File: src/rtl/refsched_pkg.sv
package refsched_pkg;

    typedef enum logic {
        ST_REGULAR = 1'b0,
        ST_PULLED  = 1'b1
    } rs_state_e;

    // Decision outcome for one evaluation cycle
    typedef struct packed {
        logic issue;      // raise a request
        logic is_ref;     // refresh (1) or precharge (0)
        logic postpone;   // credit up, due point later
        logic pull_exit;  // leave pulled-in state, due point later
        logic set_hold;   // forced refresh latches its bank
    } rs_act_t;

    // Width of a signed counter spanning [-pull, +post]
    function automatic int credit_bits(input int post, input int pull);
        int m;
        m = (post > pull) ? post : pull;
        return $clog2(m + 1) + 1;
    endfunction

endpackage

File: src/rtl/refsched_timer.sv
module refsched_timer #(
    parameter int INTERVAL = 1560
) (
    input  logic clk,
    input  logic rst,
    input  logic rearm_i,
    input  logic disarm_i,
    input  logic advance_i,
    output logic due_o,
    output logic overdue_o
);
    localparam int AW = $clog2(INTERVAL + 1) + 2;
    localparam logic signed [AW-1:0] IV_S  = INTERVAL[AW-1:0];
    localparam logic signed [AW-1:0] ONE_S = {{(AW-1){1'b0}}, 1'b1};

    // age = current cycle minus due point
    logic signed [AW-1:0] age, age_nxt;
    logic                 armed;

    always_comb begin
        age_nxt = age;
        if (armed && (age < IV_S)) age_nxt = age_nxt + ONE_S;
        if (advance_i)             age_nxt = age_nxt - IV_S;
    end

    always_ff @(posedge clk) begin
        if (rst) begin
            age   <= -IV_S;
            armed <= 1'b1;
        end else if (rearm_i) begin
            age   <= -IV_S;
            armed <= 1'b1;
        end else if (disarm_i) begin
            armed <= 1'b0;
        end else begin
            age <= age_nxt;
        end
    end

    assign due_o     = armed && !age[AW-1];
    assign overdue_o = armed && (age >= IV_S);

    assert_age_bound_R8: assert property (@(posedge clk) disable iff (rst)
        (age <= IV_S) && (age >= -IV_S));

    assert_disarm_R10: assert property (@(posedge clk) disable iff (rst)
        (disarm_i && !rearm_i) |=> !due_o);

endmodule

File: src/rtl/refsched_pending.sv
module refsched_pending #(
    parameter int NB = 8,
    localparam int BW = $clog2(NB)
) (
    input  logic          clk,
    input  logic          rst,
    input  logic          remove_i,
    input  logic [BW-1:0] bank_i,
    output logic [NB-1:0] pending_o
);
    logic [NB-1:0] left;

    assign left = pending_o & ~(NB'(1) << bank_i);

    always_ff @(posedge clk) begin
        if (rst)
            pending_o <= '1;
        else if (remove_i)
            pending_o <= (left == '0) ? '1 : left;
    end

    assert_pending_nonzero_R3: assert property (@(posedge clk) disable iff (rst)
        pending_o != '0);

endmodule

File: src/rtl/refsched_pick.sv
module refsched_pick #(
    parameter int NB = 8,
    localparam int BW = $clog2(NB)
) (
    input  logic [NB-1:0] pending_i,
    input  logic [NB-1:0] idle_i,
    output logic          any_o,
    output logic [BW-1:0] pick_o,
    output logic [BW-1:0] first_pend_o
);
    // Lowest index wins: scan downwards so later hits override
    always_comb begin
        any_o        = 1'b0;
        pick_o       = '0;
        first_pend_o = '0;
        for (int i = NB - 1; i >= 0; i--) begin
            if (pending_i[i] && idle_i[i]) begin
                any_o  = 1'b1;
                pick_o = BW'(i);
            end
            if (pending_i[i]) first_pend_o = BW'(i);
        end
    end
endmodule

File: src/rtl/bankref_sched.sv
module bankref_sched
    import refsched_pkg::*;
#(
    parameter int NUM_BANKS    = 8,
    parameter int INTERVAL     = 1560,
    parameter int MAX_POSTPONE = 8,
    parameter int MAX_PULLIN   = 8,
    localparam int BW = $clog2(NUM_BANKS)
) (
    input  logic                 clk,
    input  logic                 rst,
    input  logic [NUM_BANKS-1:0] bank_idle_i,
    input  logic [NUM_BANKS-1:0] bank_open_i,
    input  logic                 ref_done_i,
    input  logic                 pre_done_i,
    input  logic                 allref_done_i,
    input  logic                 pd_enter_i,
    input  logic                 pd_exit_i,
    input  logic                 sr_enter_i,
    output logic                 req_valid_o,
    output logic                 req_is_ref_o,
    output logic [BW-1:0]        req_bank_o,
    output logic [NUM_BANKS-1:0] bank_block_o
);
    localparam int POST_LIM = MAX_POSTPONE * NUM_BANKS;
    localparam int PULL_LIM = MAX_PULLIN * NUM_BANKS;
    localparam int CW       = credit_bits(POST_LIM, PULL_LIM);
    localparam logic signed [CW-1:0] POST_C = POST_LIM[CW-1:0];
    localparam logic signed [CW-1:0] PULL_C = -(PULL_LIM[CW-1:0]);
    localparam logic signed [CW-1:0] ONE_C  = {{(CW-1){1'b0}}, 1'b1};

    rs_state_e             state;
    logic signed [CW-1:0]  credit, credit_dec;
    logic                  sleeping, hold;
    logic [BW-1:0]         hold_bank, sel;
    logic [NUM_BANKS-1:0]  pending;
    logic                  any_idle;
    logic [BW-1:0]         pick, first_pend;
    logic                  due, overdue;
    logic                  fb_any, active, do_over, evaluate, forced, at_pull;
    logic                  advance;
    rs_act_t               act;

    refsched_timer #(.INTERVAL(INTERVAL)) u_timer (
        .clk       (clk),
        .rst       (rst),
        .rearm_i   (allref_done_i),
        .disarm_i  (sr_enter_i),
        .advance_i (advance),
        .due_o     (due),
        .overdue_o (overdue)
    );

    refsched_pending #(.NB(NUM_BANKS)) u_pending (
        .clk       (clk),
        .rst       (rst),
        .remove_i  (ref_done_i),
        .bank_i    (req_bank_o),
        .pending_o (pending)
    );

    refsched_pick #(.NB(NUM_BANKS)) u_pick (
        .pending_i    (pending),
        .idle_i       (bank_idle_i),
        .any_o        (any_idle),
        .pick_o       (pick),
        .first_pend_o (first_pend)
    );

    assign fb_any   = ref_done_i | pre_done_i | allref_done_i
                    | pd_enter_i | pd_exit_i | sr_enter_i;
    assign active   = !fb_any && !sleeping;
    assign do_over  = active && overdue;
    assign evaluate = active && !overdue && due;
    assign forced   = (credit == POST_C);

    assign credit_dec = (state == ST_PULLED) ? (credit - ONE_C) : credit;
    assign at_pull    = (credit_dec == PULL_C);

    // Target choice and action for this cycle
    always_comb begin
        act = '0;
        sel = pick;
        if (state == ST_REGULAR) begin
            if (hold)          sel = hold_bank;
            else if (!any_idle) sel = first_pend;
            if (evaluate) begin
                if (!hold && !any_idle && !forced) begin
                    act.postpone = 1'b1;
                end else begin
                    act.issue    = 1'b1;
                    act.is_ref   = !bank_open_i[sel];
                    act.set_hold = forced && !bank_open_i[sel];
                end
            end
        end else if (evaluate) begin
            if (any_idle) begin
                act.issue  = 1'b1;
                act.is_ref = !bank_open_i[sel];
            end else begin
                act.pull_exit = 1'b1;
            end
        end
    end

    assign advance = act.postpone | act.pull_exit | do_over
                   | (ref_done_i && at_pull);

    always_ff @(posedge clk) begin
        if (rst) begin
            state        <= ST_REGULAR;
            credit       <= '0;
            sleeping     <= 1'b0;
            hold         <= 1'b0;
            hold_bank    <= '0;
            req_valid_o  <= 1'b0;
            req_is_ref_o <= 1'b0;
            req_bank_o   <= '0;
        end else begin
            req_valid_o  <= act.issue;
            req_is_ref_o <= act.is_ref;
            req_bank_o   <= sel;
            if (act.set_hold) begin
                hold      <= 1'b1;
                hold_bank <= sel;
            end
            if (ref_done_i) begin
                hold   <= 1'b0;
                credit <= credit_dec;
                state  <= at_pull ? ST_REGULAR : ST_PULLED;
            end
            if (act.postpone) credit <= credit + ONE_C;
            if (act.pull_exit || do_over || allref_done_i) state <= ST_REGULAR;
            if (pd_enter_i || sr_enter_i)
                sleeping <= 1'b1;
            else if (pd_exit_i || allref_done_i)
                sleeping <= 1'b0;
        end
    end

    assign bank_block_o = hold ? (NUM_BANKS'(1) << hold_bank) : '0;

    assert_credit_range_R5: assert property (@(posedge clk) disable iff (rst)
        (credit >= PULL_C) && (credit <= POST_C));

    assert_block_onehot_R5: assert property (@(posedge clk) disable iff (rst)
        $onehot0(bank_block_o));

    assert_block_target_R5: assert property (@(posedge clk) disable iff (rst)
        (req_valid_o && (bank_block_o != '0)) |-> bank_block_o[req_bank_o]);

    assert_hold_stable_R5: assert property (@(posedge clk) disable iff (rst)
        (hold && !ref_done_i) |=> (hold && $stable(hold_bank)));

    assert_postpone_quiet_R4: assert property (@(posedge clk) disable iff (rst)
        (credit > $past(credit)) |-> !req_valid_o);

    assert_sleep_quiet_R9: assert property (@(posedge clk) disable iff (rst)
        sleeping |=> !req_valid_o);

    assert_feedback_gap_R11: assert property (@(posedge clk) disable iff (rst)
        fb_any |=> !req_valid_o);

endmodule

File: config.mk
export PLATFORM = sky130hd
export DESIGN_NAME = bankref_sched
export DESIGN_NICKNAME = d
export VERILOG_FILES = /design/src/rtl/refsched_pkg.sv /design/src/rtl/refsched_timer.sv /design/src/rtl/refsched_pending.sv /design/src/rtl/refsched_pick.sv /design/src/rtl/bankref_sched.sv
export SDC_FILE = /design/constraint.sdc
export NUM_CORES = 1
export LEC_CHECK = 0
export BUFFER_PORTS_ARGS = -buffer_cell sky130_fd_sc_hd__buf_2
export CAP_MARGIN = 20
export CELL_PAD_IN_SITES_DETAIL_PLACEMENT = 1
export CELL_PAD_IN_SITES_GLOBAL_PLACEMENT = 1
export CORE_ASPECT_RATIO = 1.5
export CORE_MARGIN = 5
export CORE_UTILIZATION = 39
export CTS_CLUSTER_SIZE = 40
export DETAILED_ROUTE_END_ITERATION = 16
export PLACE_DENSITY_LB_ADDON = 0.1
export SLEW_MARGIN = 25
export SYNTH_ARGS = -nofsm -noshare
export SYNTH_HDL_FRONTEND = slang
export SYNTH_SLANG_ARGS = --single-unit
File: constraint.sdc
create_clock -name clk -period 2.5 [get_ports clk]
set_clock_uncertainty 0.15 [all_clocks]
set_input_delay 0.25 -clock clk [delete_from_list [all_inputs] [get_ports clk]]
set_output_delay 0.25 -clock clk [all_outputs]
set_load 0.005 [all_outputs]
==> metrics.md <==
| Metric | Value |
|---|---|
| Rel. slew slack | `0.595` |
| Int Power | `~0.0012 W` |
| Crit path cell chain | `nor2_1, buf_4, o221ai_2, mux2_2, a311o_1, a32o_2, and3_1, o2111ai_2, and3_4, nor3_2` |
| Total die area | `0.0102 mm^2` |
| LEAKAGE | `about 2.0 nW` |
| Status | `finished with violations` |
| Tightest Pin Transition | `0.606 ns` |
| CP max stage cell | `dfxtp_1` |
| Synth Net Count | `456` |
| Final net count | `between 500 and 600` |
| FMAX | `0.373 GHz` |
| Iter 0 DRT Violations | `roughly 150` |
| Syn Inst Count | `between 400 and 500` |
| Combinational Power Share | `0.221` |
| Multi-input combinational cell area | `between 0.002 and 0.003 mm^2` |
| Setup violators final | `18` |
| Initial Util | `0.400` |
| NetSw | `0.000475 W` |
| Number of global-route vias before repair | `between 4000 and 5000` |
| CP peak stage delay | `about 0.32 ns` |
| Min Tclk post-route | `between 2 and 3 ns` |
| First-pass GRT wire length | `about 21 mm` |
| Final Hold Vio Count | `0` |
| Critical path buffers and inverters | `1` |
| Share of the synthesized area in the top cell type | `0.255` |
| Total CTS buffers | `5` |
| # IOs | `37` |
| Share of cells above drive strength 1 | `0.463` |
| First-pass DRT Iterations | `4` |
| Top_reg_cell synth | `dfxtp_1` |
| Final Max Tran Viols | `0` |
| Syn-to-layout area delta | `52.4%` |
| Register area share after synthesis | `0.255` |
| Row count | `40` |
| P per Cell Area | `342 mW/mm^2` |
| Setup WS pre-CTS | `-0.361 ns` |
| CTS tree | `yes` |
| Via count | `3976` |
| Maximum number of pins on one net before global-route repair | `16` |
| Worst path top cell family by delay | `compound AO/OA/AOI/OAI gates` |
| Post-CTS Hold Fix Bufs | `0` |
| Data required, critical path | `roughly 2.5 ns` |
| I/O Buffers | `36` |
| Worst setup SP type | `flip-flop` |
| Clock sink count | `about 40` |
| Core area | `between 0.008 and 0.009 mm^2` |
| GPL Wtd Cong | `approximately 0.85` |
| Met3 wire len | `about 460 um` |
| Sw frac | `0.283` |
| Antenna violations before repair | `0` |
| All-Layer GR Usage | `0.259` |
| HP Class | `primary input to flip-flop` |
| Total grt overflow | `0` |
| Largest area contributor in the netlist | `dfxtp_1` |
| Top Layer Used | `met4` |
| Post-route ant nets | `0` |
| Largest fanout on the critical path | `4` |
| Clock latency on the worst-skew pair | `roughly 0.29 ns` |
| Reg area | `852 um^2` |
| Routed WL per cell | `21.6 um` |
| WP data arrival | `between 2 and 3 ns` |
| Clock buffer depth | `2` |
| Metal2 WL | `between 8 and 9 mm` |
| RSZ-0062 raised after global routing | `yes` |
| Mean post-synth cell area | `roughly 7.5 um^2` |
| Sequential share of power | `0.410` |
| Critical path endpoint category | `flip-flop` |
| Post-Syn Area | `0.00322 mm^2` |
| Tcrit/Tclk final | `1.07` |
| FF+latch count, synth | `around 40` |
| CTS clk-pin slew, worst paths | `around 0.060 ns` |
| Setup CP Type | `flip-flop to flip-flop` |
| Met1 Routed Length | `about 4.8 mm` |
| Post-DP HPWL | `~9.5 mm` |
| Die width | `between 80 and 90 um` |
| Async S/R FF share, synth | `0` |
| Fillcell total | `~970` |
| Post-synth EDFFs | `0` |
| Synth top area cells | `dfxtp_1 25%, nor2_1 5.6%, o21ai_0 4.8%, a21oi_1 4.3%, mux2i_1 3.7%` |
| Max-cap violations | `0` |
| Vert. Die Dim | `121 um` |
| Via density | `roughly 6` |
| Antenna diode count | `0` |
| Maximum level of the CTS H-tree | `2` |
| Fin Hold WS | `0.102 ns` |
| Drt total wl | `between 10 and 15 mm` |
| Post-route DRC | `0` |
| Clock group share of total power | `0.368` |
| Root buf cell | `clkbuf_16` |
| Final WS setup | `-0.182 ns` |
| Failing checks | `setup timing` |
| Maximum VDD drop | `around 270 uV` |
| Synth cell types | `77` |
| Yosys warnings | `0` |
[worst min-delay path, stage by stage]
cell	delay, ns
buf_2	0.10
a211oi_1	0.05
nor2_1	0.09
[kinds of logic after synthesis]
logic type,count (synthesis),synth area share
simple gates,179,0.304
compound gates,125,0.267
buf+inv,46,0.0629
flops,41,0.255
mux,16,0.0512
xor+xnor,15,0.0408
fa+ha+maj,5,0.0194
[sequential cells by signal, indices dropped and copies added, names as in the netlist]
register / flops
u_pending.pending_o: 8
req_valid_o: 1
hold: 1
req_bank_o: 3
hold_bank: 3
u_timer.armed: 1
req_is_ref_o: 1
u_timer.age: 13
state: 1
sleeping: 1
credit: 8
[synth_stat cells, drive strengths merged (3+ instances only)]
master,number
and2,8
a22o,5
o21a,3
a22oi,5
mux2i,12
mux2,4
and3,5
xor2,4
nand2b,7
nor2b,4
xnor2,11
nor3b,3
o21ai,33
a32o,3
nor2,49
a211oi,3
a21oi,30
nand4,8
buf,12
nand3,14
nand2,32
a21o,4
nor3,15
nand3b,5
a31oi,6
clkbuf,17
ha,5
or2,5
nor4,5
inv,17
dfxtp,41
or3,9
o31ai,5
[what timing repair did]
| item | 4_1_cts | 5_1_grt |
|---|---|---|
| endpoints found under the setup margin | 19 | 30 |
| setup buffers | 12 | 15 |
| pin swaps | 25 | 43 |
| gates resized for setup | 55 | 54 |
[power by group through the flow]
stage / Sequential, W / Clock [W] / Combinational (W)
detailed placement: 0.000703 / 0 / 0.000308
global placement: 0.000703 / 0 / 0.000298
floorplan: 0.000696 / 0 / 0.000171
finish: 0.000689 / 0.000619 / 0.000371
global route: 0.000692 / 0.000656 / 0.000397
CTS: 0.000690 / 0.000634 / 0.000332
[path summary, 6_finish.rpt]
| check | slack, ns | from | endpoint | depth (start not counted) |
|---|---|---|---|---|
| worst min-delay path | 0.10 | pd_enter_i | sleeping | 3 |
| worst max-delay path | -0.18 | u_timer.age[7] | u_timer.age[10] | 10 |
| worst min register to register | 0.40 | u_timer.age[3] | u_timer.age[3] | 2 |
| worst max register to register | -0.18 | u_timer.age[7] | u_timer.age[10] | 10 |
[per-stage QoR]
step	instances	TNS, ns	util	total power, W	area, um^2
global placement	627	-2.19	0.514	0.00100	4150
CTS	645	-0.943	0.570	0.00166	4600
finish	660	-1.81	0.610	0.00168	4910
detailed placement	627	-3.66	0.514	0.00101	4150
global route	660	-3.59	0.610	0.00174	4910
floorplan	427	-0.431	-	0.000867	3330
[routing by layer]
layer	up-vias	track usage
li1	1821	-
met1	1945	0.225
met2	136	0.525
met3	74	0.0394
met4	0	0.174
met5	-	0
[final cells by class]
type | instances | share of cell area
timing repair buffer | 151 | 0.223
clock inverter | 1 | 0.00102
inverter | 17 | 0.0140
tap | 105 | 0.0267
clock buffer | 5 | 0.0255
sequential | 41 | 0.173
multi-input combinational | 340 | 0.536
[layout by cell type, fill, tap and decap left out, types with 6 or more instances in the layout]
cell,synthesis,routed
nand4_1,8,8
a21oi_2,2,9
o21ai_0,31,26
nor2_1,48,41
xnor2_1,11,8
a21oi_1,28,18
nand2_1,31,30
nand2b_1,7,7
nor2_4,0,6
dfxtp_2,0,13
nor3_1,14,11
mux2i_1,12,12
inv_1,17,15
buf_2,7,36
nand3_1,14,12
buf_6,2,7
dfxtp_1,41,24
and2_1,8,7
buf_4,1,105
or3_1,8,8
Power figures use the tool's default switching activity.
